**config.mk**
```make
export PLATFORM = sky130hd
export DESIGN_NAME = keysvc_wdog
export DESIGN_NICKNAME = d
export VERILOG_FILES = /design/src/rtl/wdk_pkg.sv /design/src/rtl/wdk_keychk.sv /design/src/rtl/wdk_prescale.sv /design/src/rtl/wdk_countdown.sv /design/src/rtl/keysvc_wdog.sv
export SDC_FILE = /design/constraint.sdc
export NUM_CORES = 1
export LEC_CHECK = 0
export BUFFER_PORTS_ARGS = -buffer_cell sky130_fd_sc_hd__buf_4
export CAP_MARGIN = 20
export CORE_ASPECT_RATIO = 0.6
export CORE_MARGIN = 2
export CORE_UTILIZATION = 45
export DETAILED_ROUTE_END_ITERATION = 10
export HOLD_SLACK_MARGIN = 0.02
export PLACE_DENSITY_LB_ADDON = 0.1
export SYNTH_ARGS = -nofsm -noshare
export SYNTH_HDL_FRONTEND = slang
export SYNTH_SLANG_ARGS = --single-unit
```
**constraint.sdc**
```tcl
create_clock -name clk -period 2.12 [get_ports clk]
set_clock_uncertainty 0.1 [all_clocks]
set_input_delay 0.53 -clock clk [delete_from_list [all_inputs] [get_ports clk]]
set_output_delay 0.53 -clock clk [all_outputs]
set_load 0.02 [all_outputs]
```
**src/rtl/wdk_pkg.sv**
```systemverilog
package wdk_pkg;

    // Control word bit positions
    localparam int unsigned BIT_LP     = 0;
    localparam int unsigned BIT_DBG    = 1;
    localparam int unsigned BIT_EN     = 2;
    localparam int unsigned BIT_EXT    = 3;
    localparam int unsigned BIT_SRST_N = 4;
    localparam int unsigned TMO_LO     = 8;
    localparam int unsigned TMO_W      = 8;

    localparam logic [15:0] KEY_ARM  = 16'h5555;
    localparam logic [15:0] KEY_FIRE = 16'hAAAA;

    typedef struct packed {
        logic [TMO_W-1:0] tmo;
        logic             ext_sel;
        logic             en;
        logic             dbg_stop;
        logic             lp_stop;
    } wdk_ctrl_t;

endpackage

```
**src/rtl/wdk_keychk.sv**
```systemverilog
module wdk_keychk
    import wdk_pkg::*;
(
    input  logic        clk,
    input  logic        rst_n,
    input  logic        svc_wr,
    input  logic [15:0] svc_data,
    output logic        svc_ok,
    output logic        armed_o
);

    typedef struct packed {
        logic armed;
    } key_st_t;

    key_st_t st_d, st_q;

    always_comb begin
        st_d   = st_q;
        svc_ok = 1'b0;
        if (svc_wr) begin
            if (svc_data == KEY_ARM) begin
                st_d.armed = 1'b1;
            end else begin
                svc_ok     = st_q.armed && (svc_data == KEY_FIRE);
                st_d.armed = 1'b0;
            end
        end
    end

    always_ff @(posedge clk or negedge rst_n) begin
        if (!rst_n) st_q <= '0;
        else        st_q <= st_d;
    end

    assign armed_o = st_q.armed;

endmodule

```
**src/rtl/wdk_prescale.sv**
```systemverilog
module wdk_prescale #(
    parameter int unsigned PRE_DIV = 50_000_000
) (
    input  logic clk,
    input  logic rst_n,
    input  logic clear,
    input  logic run,
    output logic tick
);

    localparam int unsigned CW = (PRE_DIV > 1) ? $clog2(PRE_DIV) : 1;
    localparam logic [CW-1:0] LAST = CW'(PRE_DIV - 1);

    typedef struct packed {
        logic [CW-1:0] cnt;
    } pre_st_t;

    pre_st_t st_d, st_q;

    always_comb begin
        st_d = st_q;
        tick = run && (st_q.cnt == LAST);
        if (clear) begin
            st_d.cnt = '0;
        end else if (run) begin
            st_d.cnt = tick ? '0 : st_q.cnt + 1'b1;
        end
    end

    always_ff @(posedge clk or negedge rst_n) begin
        if (!rst_n) st_q <= '0;
        else        st_q <= st_d;
    end

endmodule

```
**src/rtl/wdk_countdown.sv**
```systemverilog
module wdk_countdown #(
    parameter int unsigned CNT_W = 8
) (
    input  logic             clk,
    input  logic             rst_n,
    input  logic             load,
    input  logic [CNT_W-1:0] load_val,
    input  logic [CNT_W-1:0] tmo_val,
    input  logic             tick,
    output logic             expire,
    output logic [CNT_W-1:0] cnt_o
);

    typedef struct packed {
        logic [CNT_W-1:0] cnt;
    } cd_st_t;

    cd_st_t st_d, st_q;

    always_comb begin
        st_d   = st_q;
        expire = 1'b0;
        if (load) begin
            st_d.cnt = load_val;
        end else if (tick) begin
            if (st_q.cnt == '0) begin
                expire   = 1'b1;
                st_d.cnt = tmo_val;
            end else begin
                st_d.cnt = st_q.cnt - 1'b1;
            end
        end
    end

    always_ff @(posedge clk or negedge rst_n) begin
        if (!rst_n) st_q <= '0;
        else        st_q <= st_d;
    end

    assign cnt_o = st_q.cnt;

endmodule

```
**src/rtl/keysvc_wdog.sv**
```systemverilog
module keysvc_wdog
    import wdk_pkg::*;
#(
    parameter int unsigned PRE_DIV   = 50_000_000,
    parameter int unsigned PULSE_CYC = 16
) (
    input  logic        clk,
    input  logic        rst_n,
    input  logic        wr_en,
    input  logic        wr_sel,
    input  logic [15:0] wr_data,
    input  logic        lowpwr_i,
    input  logic        debug_i,
    output logic        sys_rst_o,
    output logic        ext_rst_o
);

    localparam int unsigned PW = $clog2(PULSE_CYC + 1);
    localparam logic [PW-1:0] PULSE_LEN = PW'(PULSE_CYC);

    typedef struct packed {
        wdk_ctrl_t     ctrl;
        logic [PW-1:0] pcnt;
        logic          ext_flag;
    } top_st_t;

    top_st_t st_d, st_q;

    logic             ctrl_wr, svc_wr, svc_ok, armed;
    logic             en_rise, reload, frozen, run, tick, expire, soft_req;
    logic [TMO_W-1:0] load_val, cnt_now;

    assign ctrl_wr  = wr_en && !wr_sel;
    assign svc_wr   = wr_en &&  wr_sel;
    assign en_rise  = ctrl_wr && wr_data[BIT_EN] && !st_q.ctrl.en;
    assign reload   = en_rise || (svc_ok && st_q.ctrl.en);
    assign load_val = en_rise ? wr_data[TMO_LO +: TMO_W] : st_q.ctrl.tmo;
    assign frozen   = (lowpwr_i && st_q.ctrl.lp_stop) || (debug_i && st_q.ctrl.dbg_stop);
    assign run      = st_q.ctrl.en && !frozen;
    assign soft_req = ctrl_wr && !wr_data[BIT_SRST_N];

    wdk_keychk u_key (
        .clk      (clk),
        .rst_n    (rst_n),
        .svc_wr   (svc_wr),
        .svc_data (wr_data),
        .svc_ok   (svc_ok),
        .armed_o  (armed)
    );

    wdk_prescale #(.PRE_DIV(PRE_DIV)) u_pre (
        .clk   (clk),
        .rst_n (rst_n),
        .clear (reload),
        .run   (run),
        .tick  (tick)
    );

    wdk_countdown #(.CNT_W(TMO_W)) u_cd (
        .clk      (clk),
        .rst_n    (rst_n),
        .load     (reload),
        .load_val (load_val),
        .tmo_val  (st_q.ctrl.tmo),
        .tick     (tick),
        .expire   (expire),
        .cnt_o    (cnt_now)
    );

    always_comb begin
        st_d = st_q;
        if (ctrl_wr) begin
            st_d.ctrl.tmo      = wr_data[TMO_LO +: TMO_W];
            st_d.ctrl.ext_sel  = wr_data[BIT_EXT];
            st_d.ctrl.en       = st_q.ctrl.en | wr_data[BIT_EN];
            st_d.ctrl.dbg_stop = wr_data[BIT_DBG];
            st_d.ctrl.lp_stop  = wr_data[BIT_LP];
        end
        if (st_q.pcnt != '0) begin
            st_d.pcnt = st_q.pcnt - 1'b1;
        end else if (expire) begin
            st_d.pcnt     = PULSE_LEN;
            st_d.ext_flag = st_q.ctrl.ext_sel;
        end else if (soft_req) begin
            st_d.pcnt     = PULSE_LEN;
            st_d.ext_flag = 1'b0;
        end
    end

    always_ff @(posedge clk or negedge rst_n) begin
        if (!rst_n) st_q <= '0;
        else        st_q <= st_d;
    end

    assign sys_rst_o = (st_q.pcnt != '0);
    assign ext_rst_o = (st_q.pcnt != '0) && st_q.ext_flag;

endmodule

```
==> summary.md, run 1 <==
Detailed routing
• first drt pass iteration count: 5
• violation count after the first detailed-routing iteration: 274
• average wire per cell in the routed design: 18.30 um
• Vias per Instance: 6.025
• post-route DRC violation count: 0
• detailed-route via count: 3139
• number of nets still failing antenna checks after routing: 0
• final routed wirelength across all metal layers: 9.536 mm

CTS
• H-tree Lvls: 2
• root buffer cell: sky130_fd_sc_hd__clkbuf_16
• CTS tree: done
• cts hold-fix bufs: 0
• number of buffers created by CTS: 5
• clock latency on the worst-skew pair: 0.29 ns
• Worst-path clk slew: 0.07 ns
• Clock Tree Buf Depth: 2
• number of sinks handled by clock tree synthesis: 53

Pwr
• Power, Total: 3.382 mW
• cell leakage power: 1.878 nW
• Power Density: 761.2 nW/um2
• Worst IR Drop VDD: 532.2 uV

Critical path
• Worst setup SP type: flop
• Critical Setup Path Class: reg -> out
• CP Capture Type: output port
• Critical Path AT: 1.70 ns
• maximum fanout count along the critical path: 3
• required time of the critical path: 1.49 ns

Job
• maximum capacitance violations: 0

Global route
• antenna violations before repair: 0
• total grt overflow: 0
• Total GRT Usage: 0.2467
• number of global-route vias before repair: 2970
• pin count of the biggest net entering global routing: 54
• global-route wire length before repair: 15.26 mm

Logic synthesis
• top post-synthesis cells by count: 53 x sky130_fd_sc_hd__dfrtp_1, 26 x sky130_fd_sc_hd__nand2_1, 23 x sky130_fd_sc_hd__a21oi_1, 19 x sky130_fd_sc_hd__nand3_1, 16 x sky130_fd_sc_hd__o31ai_1
• largest cells by area after synthesis: sky130_fd_sc_hd__dfrtp_1 41%, sky130_fd_sc_hd__mux2_2 3.8%, sky130_fd_sc_hd__o31ai_1 3.7%
• most area-hungry cell type in the Yosys netlist: sky130_fd_sc_hd__dfrtp_1
• main flop type after synthesis: sky130_fd_sc_hd__dfrtp_1
• register bit total from synthesis: 53
• Net Count, Synth: 357
• number of enable-type register cells in the synthesized netlist: 0
• count of unique library cells instantiated by Yosys: 67
• average instance area after synthesis: 9.832 um2
• cells after synthesis: 331
• top cell type's share of synthesized area: 0.4075
• yosys warns: 0
• portion of the post-synthesis area used by sequential elements: 0.4075
• most numerous cell in the Yosys netlist: sky130_fd_sc_hd__dfrtp_1
• area of the mapped netlist: 3254 um2
• Post-synth ARST share: 1.000

Placement
• final HPWL from detailed placement: 7.007 mm
• IO buf count: 23
• cell count after placement: 505
• post-place setup slack: -0.2842 ns
• gpl congestion: 0.8817

Layout
• NumNets Final: 460
• area growth from synthesis to final layout: 36.52%
• Fillers: 571
• share of cells above drive strength 1: 0.4009
• Antenna diodes: 0
• count of placed standard cells in the final layout, fillers left out: 521

STA
• min Tclk post-route: 2.334 ns
• share of the clock period used by the worst path after layout: 1.101
• worst hold margin: 0.1786 ns
• final setup slack of the worst path: -0.2136 ns
• total of endpoints with negative setup slack in the final report: 4
• final count of pins violating max slew: 0
• slew margin rel.: 0.5334
• setup repair after global routing missed its margin: true
• highest clock rate: 428.5 MHz
• Final Hold Fails: 0
• Slew @ Worst Pin: 0.6999 ns

Die
• standard cell core area: 6849 um2
• Ports: 24
• die outline area: 7950 um2
• num rows: 23
• Die Wd: 113.8 um
• chip height: 69.87 um
• initial standard-cell utilization of the core: 0.4752

Run status
• status: finished, violations left
• failing checks: setup timing

Hold path
• class of the most critical hold timing path: in -> async

==> cells in the final DEF (no fill, tap or decap), types with 11 or more instances in the layout <==
cell,count
sky130_fd_sc_hd__a21oi_1,21
sky130_fd_sc_hd__buf_4,104
sky130_fd_sc_hd__dfrtp_1,53
sky130_fd_sc_hd__mux2_2,11
sky130_fd_sc_hd__nand2_1,26
sky130_fd_sc_hd__nand3_1,18
sky130_fd_sc_hd__nor2_1,11
sky130_fd_sc_hd__o31ai_1,15
sky130_fd_sc_hd__or3_1,11
sky130_fd_sc_hd__or4_1,14
==> cell type report <==
| class | count | area [um2] | share of cell area |
|---|---|---|---|
| clock buffers | 7 | 142.6 | 0.03210 |
| inverters | 10 | 37.54 | 0.008448 |
| multi-input cells | 251 | 1919 | 0.4320 |
| flip-flops and latches | 53 | 1326 | 0.2985 |
| well taps | 87 | 108.9 | 0.02450 |
| repair buffers | 113 | 908.4 | 0.2044 |
==> worst paths after layout <==
check                         startpoint  cells after the start  slack, ns              to
setup / recovery                 st_q[1]                      7      -0.21       ext_rst_o
hold / removal                     rst_n                      1       0.18  u_pre.st_q[12]
setup reg to reg           u_cd.cnt_o[3]                      6      -0.01         st_q[2]
hold reg to reg                  st_q[4]                      1       0.39         st_q[4]
max in group asynchronous          rst_n                      1       1.27         st_q[7]
min in group clk                 st_q[4]                      1       0.39         st_q[4]
==> layer usage <==
| layer | share of wire | global-route usage | vias up |
|---|---|---|---|
| met5 | 0 | 0 | - |
| met4 | 0.0050 | 0.03794 | 0 |
| met3 | 0.065 | 0.05382 | 6 |
| met2 | 0.39 | 0.3293 | 104 |
| met1 | 0.54 | 0.4064 | 1536 |
| li1 | - | - | 1493 |
==> sequential cells by signal, summed over array words and instances, names as in the netlist <==
signal	flops
st_q	18
u_cd.cnt_o	8
u_key.armed_o	1
u_pre.st_q	26
==> report_power, final <==
part	leakage, nW	switching [mW]	internal [mW]
sequential	0.674	0.157	1.19
combinational	1.13	0.548	0.639
clock	0.0700	0.378	0.466
==> critical path, stage by stage, from the launching register on <==
cell	delay (ns)
sky130_fd_sc_hd__dfrtp_1	0.39
sky130_fd_sc_hd__inv_2	0.09
sky130_fd_sc_hd__ha_4	0.14
sky130_fd_sc_hd__or3b_4	0.39
sky130_fd_sc_hd__nor2_4	0.10
sky130_fd_sc_hd__inv_2	0.04
sky130_fd_sc_hd__and2_4	0.13
sky130_fd_sc_hd__buf_6	0.12
==> through the flow <==
stage	area, um2	setup TNS (ns)	util
after CTS	4318	-0.4396	0.6304
final	4443	-0.4210	0.6487
after detailed placement	4099	-4.652	0.5985
after global placement	4099	-4.064	0.5985
after global routing	4443	-0.8139	0.6487
after floorplan	3287	0	-
==> logic make-up (layout without fill, tap and decap cells) <==
group / count (synthesis) / in the layout / synth area share
flip-flops: 53 / 53 / 0.4075
XOR/XNOR: 7 / 7 / 0.01884
AO/OA/AOI/OAI: 82 / 82 / 0.1753
buffers and inverters: 27 / 130 / 0.04575
AND/OR/NAND/NOR: 140 / 140 / 0.2776
adder cells (fa/ha/maj): 4 / 4 / 0.01538
multiplexers: 18 / 18 / 0.05959
==> what timing repair did <==
item / 4_1_cts / 5_1_grt
pin swaps: 5 / 18
setup buffers: 5 / 4
gates resized for setup: 11 / 22
cloned: 0 / 0
endpoints found under the hold margin: 0 / 0
endpoints found under the setup margin: 15 / 35
Power figures use the tool's default switching activity.
==> run 2, diff against run 1 <==
- SYNTH_HIERARCHICAL: unset -> 1
- TNS_END_PERCENT: unset -> 1
==> summary.md, run 2 <==
Logic synthesis
• top post-synthesis cells by count: 53 x sky130_fd_sc_hd__dfrtp_1, 27 x sky130_fd_sc_hd__nor2_1, 20 x sky130_fd_sc_hd__mux2_2, 17 x sky130_fd_sc_hd__nand2_1, 17 x sky130_fd_sc_hd__xor2_1
• main flop type after synthesis: sky130_fd_sc_hd__dfrtp_1
• most area-hungry cell type in the Yosys netlist: sky130_fd_sc_hd__dfrtp_1
• number of enable-type register cells in the synthesized netlist: 0
• most numerous cell in the Yosys netlist: sky130_fd_sc_hd__dfrtp_1
• register bit total from synthesis: 53
• Net Count, Synth: 340
• largest cells by area after synthesis: sky130_fd_sc_hd__dfrtp_1 42%, sky130_fd_sc_hd__mux2_2 7.1%, sky130_fd_sc_hd__xor2_1 4.7%
• cells after synthesis: 313
• count of unique library cells instantiated by Yosys: 67
• top cell type's share of synthesized area: 0.4193
• area of the mapped netlist: 3163 um2
• yosys warns: 6
• Post-synth ARST share: 1.000
• average instance area after synthesis: 10.11 um2
• portion of the post-synthesis area used by sequential elements: 0.4193

Placement
• post-place setup slack: -0.4964 ns
• cell count after placement: 465
• instance area after placement: 3859 um2
• IO buf count: 23
• gpl congestion: 0.8402
• final HPWL from detailed placement: 6.160 mm

STA
• worst hold margin: 0.1902 ns
• slew margin rel.: 0.5383
• Final Hold Fails: 0
• final-layout setup total negative slack: -0.1015 ns
• total of endpoints with negative setup slack in the final report: 2
• final count of pins violating max slew: 0
• Slew @ Worst Pin: 0.6926 ns
• setup repair after global routing missed its margin: true
• final setup slack of the worst path: -0.06510 ns
• min Tclk post-route: 2.185 ns
• highest clock rate: 457.6 MHz
• share of the clock period used by the worst path after layout: 1.031

Layout
• NumNets Final: 414
• register with the highest flop count: u_pre/st_q
• Fillers: 579
• commonest non-fill, non-tap cell in the layout: sky130_fd_sc_hd__buf_4
• flip-flop count of the largest register after layout: 26
• share of cells above drive strength 1: 0.3773
• highest-count cells in the layout ignoring fill and taps: 70 x sky130_fd_sc_hd__buf_4, 53 x sky130_fd_sc_hd__dfrtp_1, 25 x sky130_fd_sc_hd__nor2_1, 20 x sky130_fd_sc_hd__mux2_2, 17 x sky130_fd_sc_hd__xor2_1
• area growth from synthesis to final layout: 29.35%
• Antenna diodes: 0
• final core occ: 0.6076
• count of placed standard cells in the final layout, fillers left out: 474
• Non-Filler Cell Area, Final: 4091 um2

Die
• Die Wd: 112.2 um
• standard cell core area: 6734 um2
• num rows: 23
• initial standard-cell utilization of the core: 0.4697
• die outline area: 7737 um2
• Ports: 24
• chip height: 68.94 um

Detailed routing
• final routed wirelength across all metal layers: 8.222 mm
• number of nets still failing antenna checks after routing: 0
• average wire per cell in the routed design: 17.35 um
• Vias per Instance: 5.523
• violation count after the first detailed-routing iteration: 199
• first drt pass iteration count: 5
• post-route DRC violation count: 0
• detailed-route via count: 2618

Pwr
• Worst IR Drop VDD: 570.2 uV
• cell leakage power: 1.883 nW
• Power Density: 802.7 nW/um2
• Combinational Power Share: 0.325
• clock network fraction of total power: 0.253
• Sw Ratio: 0.3285
• Internal Power: 2.205 mW
• Sw Pwr: 1.079 mW
• power share of the sequential group: 0.422
• Power, Total: 3.284 mW

Global route
• global-route wire length before repair: 13.02 mm
• total grt overflow: 0
• Total GRT Usage: 0.2229
• number of global-route vias before repair: 2441
• antenna violations before repair: 0
• pin count of the biggest net entering global routing: 54

Critical path
• required time of the critical path: 2.20 ns
• Critical-path top delay cell: sky130_fd_sc_hd__nor4_4
• endpoint of the worst-slack reg-to-reg timing path: st_q[0]
• worst stage delay on the critical path: 0.28 ns
• flop-to-flop setup slack: 0.03 ns
• Critical Path AT: 2.27 ns
• CP Capture Type: flop
• top cell family by delay on the critical path: simple AND/OR/NAND/NOR gates
• number of buffer and inverter instances along the worst setup path: 1
• Critical Setup Path Class: in -> reg
• start point of the critical path: wr_data[0]
• launch point of the worst reg-to-reg path: st_q[6]
• maximum fanout count along the critical path: 7
• Worst setup SP type: input pin
• crit path cell chain: buf_6, and4bb_1, nand3_2, nor3_2, a21o_4, o2111ai_4, nor4_4, nand4_1, xor2_1, nor2_2
• path depth of the worst reg2reg path: 12

CTS
• number of sinks handled by clock tree synthesis: 53
• cts hold-fix bufs: 0
• H-tree Lvls: 2
• root buffer cell: sky130_fd_sc_hd__clkbuf_16
• Worst-path clk slew: 0.06 ns
• CTS tree: done
• Clock Tree Buf Depth: 2
• number of buffers created by CTS: 5
• clock latency on the worst-skew pair: 0.30 ns

Job
• maximum capacitance violations: 0

Run status
• status: finished, violations left
• failing checks: setup timing

Hold path
• class of the most critical hold timing path: in -> async

-- run 2: cell families (layout without fill, tap and decap cells) --
logic type | Yosys count | in the layout | share of synthesized area
AOI/OAI and AO/OA | 46 | 46 | 0.09059
xor gates and xnor gates | 23 | 23 | 0.06369
adders and majority gates | 5 | 5 | 0.01978
buffers and inverters | 18 | 92 | 0.02294
DFF | 53 | 53 | 0.4193
muxes | 26 | 26 | 0.09098
and+or+nand+nor | 142 | 142 | 0.2927
-- run 2: layout make-up --
| class | instances | area, um2 | share of cell area |
|---|---|---|---|
| clock buffer | 7 | 142.6 | 0.03486 |
| tap | 87 | 108.9 | 0.02661 |
| inverter | 10 | 40.04 | 0.009786 |
| multi-input combinational | 242 | 1892 | 0.4624 |
| timing repair buffer | 75 | 581.8 | 0.1422 |
| sequential | 53 | 1326 | 0.3242 |
-- run 2: metal layers --
layer,share of wire,global-route usage,up-vias
met5,0,0,-
met4,0.0071,0.05488,0
met3,0.069,0.05682,4
met2,0.37,0.2696,86
met1,0.55,0.3712,1236
li1,-,-,1292
-- run 2: how the worst max path moves through the flow --
stage | depth (start not counted) | to | slack [ns]
final | 10 | u_pre/st_q[25] | -0.07
after global routing | 10 | u_pre/st_q[25] | -0.16
after CTS | 5 | ext_rst_o | -0.05
after detailed placement | 10 | u_pre/st_q[19] | -0.50
after global placement | 10 | u_pre/st_q[11] | -0.39
after floorplan | 11 | u_pre/st_q[9] | -0.12
-- run 2: power groups by stage --
stage	clock [mW]	combinational [mW]	sequential (mW)
final	0.829	1.07	1.39
after global routing	0.889	1.18	1.42
after CTS	0.849	1.03	1.38
after detailed placement	0	0.987	1.40
after global placement	0	0.959	1.39
after floorplan	0	0.623	1.39
-- run 2: timing repair --
action                                  in CTS  in global routing
pin swaps                                    1                  5
endpoints found under the setup margin      27                 20
setup buffers                                2                  0
gates resized for setup                      7                 15
==> run 3, diff against run 2 <==
- CTS_BUF_LIST: unset -> sky130_fd_sc_hd__clkbuf_8
==> summary.md, run 3 (synthesis results as in run 2) <==
Critical path
• required time of the critical path: 2.23 ns
• CP Capture Type: flop
• Critical-path top delay cell: sky130_fd_sc_hd__nor4_4
• Worst setup SP type: input pin
• Critical Setup Path Class: in -> reg
• top cell family by delay on the critical path: simple AND/OR/NAND/NOR gates
• crit path cell chain: buf_6, and4bb_1, nand3_2, nor3_2, a21o_4, o2111ai_4, nor4_4, nand4_1, xor2_1, nor2_2
• flop-to-flop setup slack: 0.03 ns
• Critical Path AT: 2.27 ns
• worst stage delay on the critical path: 0.29 ns
• number of buffer and inverter instances along the worst setup path: 1
• maximum fanout count along the critical path: 7

Hold path
• class of the most critical hold timing path: in -> async

CTS
• Worst-path clk slew: 0.09 ns
• number of buffers created by CTS: 5
• Clock Tree Buf Depth: 2
• CTS tree: done
• H-tree Lvls: 2
• cts hold-fix bufs: 0
• number of sinks handled by clock tree synthesis: 53
• root buffer cell: sky130_fd_sc_hd__clkbuf_8
• clock latency on the worst-skew pair: 0.31 ns

Layout
• Antenna diodes: 0
• highest-count cells in the layout ignoring fill and taps: 70 x sky130_fd_sc_hd__buf_4, 53 x sky130_fd_sc_hd__dfrtp_1, 25 x sky130_fd_sc_hd__nor2_1, 20 x sky130_fd_sc_hd__mux2_2, 17 x sky130_fd_sc_hd__xor2_1
• Fillers: 594
• final core occ: 0.5992
• NumNets Final: 414
• area growth from synthesis to final layout: 27.57%
• register with the highest flop count: u_pre/st_q
• commonest non-fill, non-tap cell in the layout: sky130_fd_sc_hd__buf_4
• flip-flop count of the largest register after layout: 26
• share of cells above drive strength 1: 0.3773

Detailed routing
• post-route DRC violation count: 0
• number of nets still failing antenna checks after routing: 0
• Vias per Instance: 5.521
• detailed-route via count: 2617
• average wire per cell in the routed design: 17.19 um
• final routed wirelength across all metal layers: 8.147 mm
• violation count after the first detailed-routing iteration: 199
• first drt pass iteration count: 5

Die
• standard cell core area: 6734 um2
• initial standard-cell utilization of the core: 0.4697
• Die Wd: 112.2 um
• die outline area: 7737 um2
• Ports: 24
• num rows: 23
• chip height: 68.94 um

STA
• Final Hold Fails: 0
• Slew @ Worst Pin: 0.6857 ns
• final count of pins violating max slew: 0
• share of the clock period used by the worst path after layout: 1.022
• worst hold margin: 0.1511 ns
• setup repair after global routing missed its margin: true
• min Tclk post-route: 2.167 ns
• final setup slack of the worst path: -0.04670 ns
• slew margin rel.: 0.5429
• total of endpoints with negative setup slack in the final report: 3
• final-layout setup total negative slack: -0.08443 ns
• highest clock rate: 461.5 MHz

Run status
• failing checks: setup timing
• status: finished, violations left

Global route
• number of global-route vias before repair: 2416
• antenna violations before repair: 0
• total grt overflow: 0
• global-route wire length before repair: 12.92 mm
• Total GRT Usage: 0.2197
• pin count of the biggest net entering global routing: 54

Pwr
• Power, Total: 3.040 mW
• Power Density: 753.5 nW/um2
• Worst IR Drop VDD: 481.5 uV
• cell leakage power: 1.861 nW

Placement
• gpl congestion: 0.8402
• post-place setup slack: -0.4964 ns
• IO buf count: 23
• final HPWL from detailed placement: 6.160 mm

Job
• maximum capacitance violations: 0

[run 3: changes by cell type in the layout (fill, tap and decap cells not counted)]
| cell | delta |
|---|---|
| sky130_fd_sc_hd__clkbuf_8 | +5 |
| sky130_fd_sc_hd__inv_1 | +1 |
| sky130_fd_sc_hd__clkbuf_1 | -1 |
| sky130_fd_sc_hd__clkbuf_16 | -5 |
[run 3: per-stage QoR]
stage / instances / area [um2]
final: 474 / 4035
after global routing: 474 / 4035
after global placement: 465 / 3859
after detailed placement: 465 / 3859
after CTS: 474 / 3986
after floorplan: 313 / 3254
[run 3: worst paths after layout]
kind	startpoint	to	cells past startpoint
max in group asynchronous	rst_n	st_q[4]	1
setup reg to reg	st_q[6]	st_q[0]	12
min in group clk	wr_data[0]	st_q[6]	2
setup / recovery	wr_data[0]	u_pre/st_q[25]	10
hold reg to reg	st_q[0]	st_q[0]	1
hold / removal	rst_n	u_pre/st_q[18]	1
[run 3: power by group]
group | leakage, nW | internal [mW] | switching [mW]
Combinational | 1.13 | 0.552 | 0.515
Sequential | 0.681 | 1.19 | 0.196
Clock | 0.0485 | 0.256 | 0.334
Total | 1.86 | 2.00 | 1.04
[run 3: routing by layer]
metal  GRT usage  vias up  share of wire
li1            -     1284              -
met1      0.3713     1254           0.56
met2      0.2681       74           0.37
met3     0.04895        5          0.057
met4     0.04573        0         0.0068
met5           0        -              0
[run 3: repair_timing]
action                                  CTS  global route
endpoints found under the hold margin     0             0
resized for setup                         7            15
setup buffers                             2             0
pin swaps                                 1             5
endpoints found under the setup margin   20            20
[run 3: final cells by class]
cell class	instances	area [um2]	area share
tap	87	108.9	0.02698
inverter	10	40.04	0.009922
clock buffer	6	82.58	0.02047
clock inverter	1	3.754	0.0009302
multi-input combinational	242	1892	0.4688
sequential	53	1326	0.3287
timing repair buffer	75	581.8	0.1442
[run 3: worst register-to-register path, delay by kind of cell, from the launching register on]
kind	cells	cell delay [ns]
simple gates	7	0.87
flops	1	0.41
compound gates	3	0.39
buf+inv	2	0.21
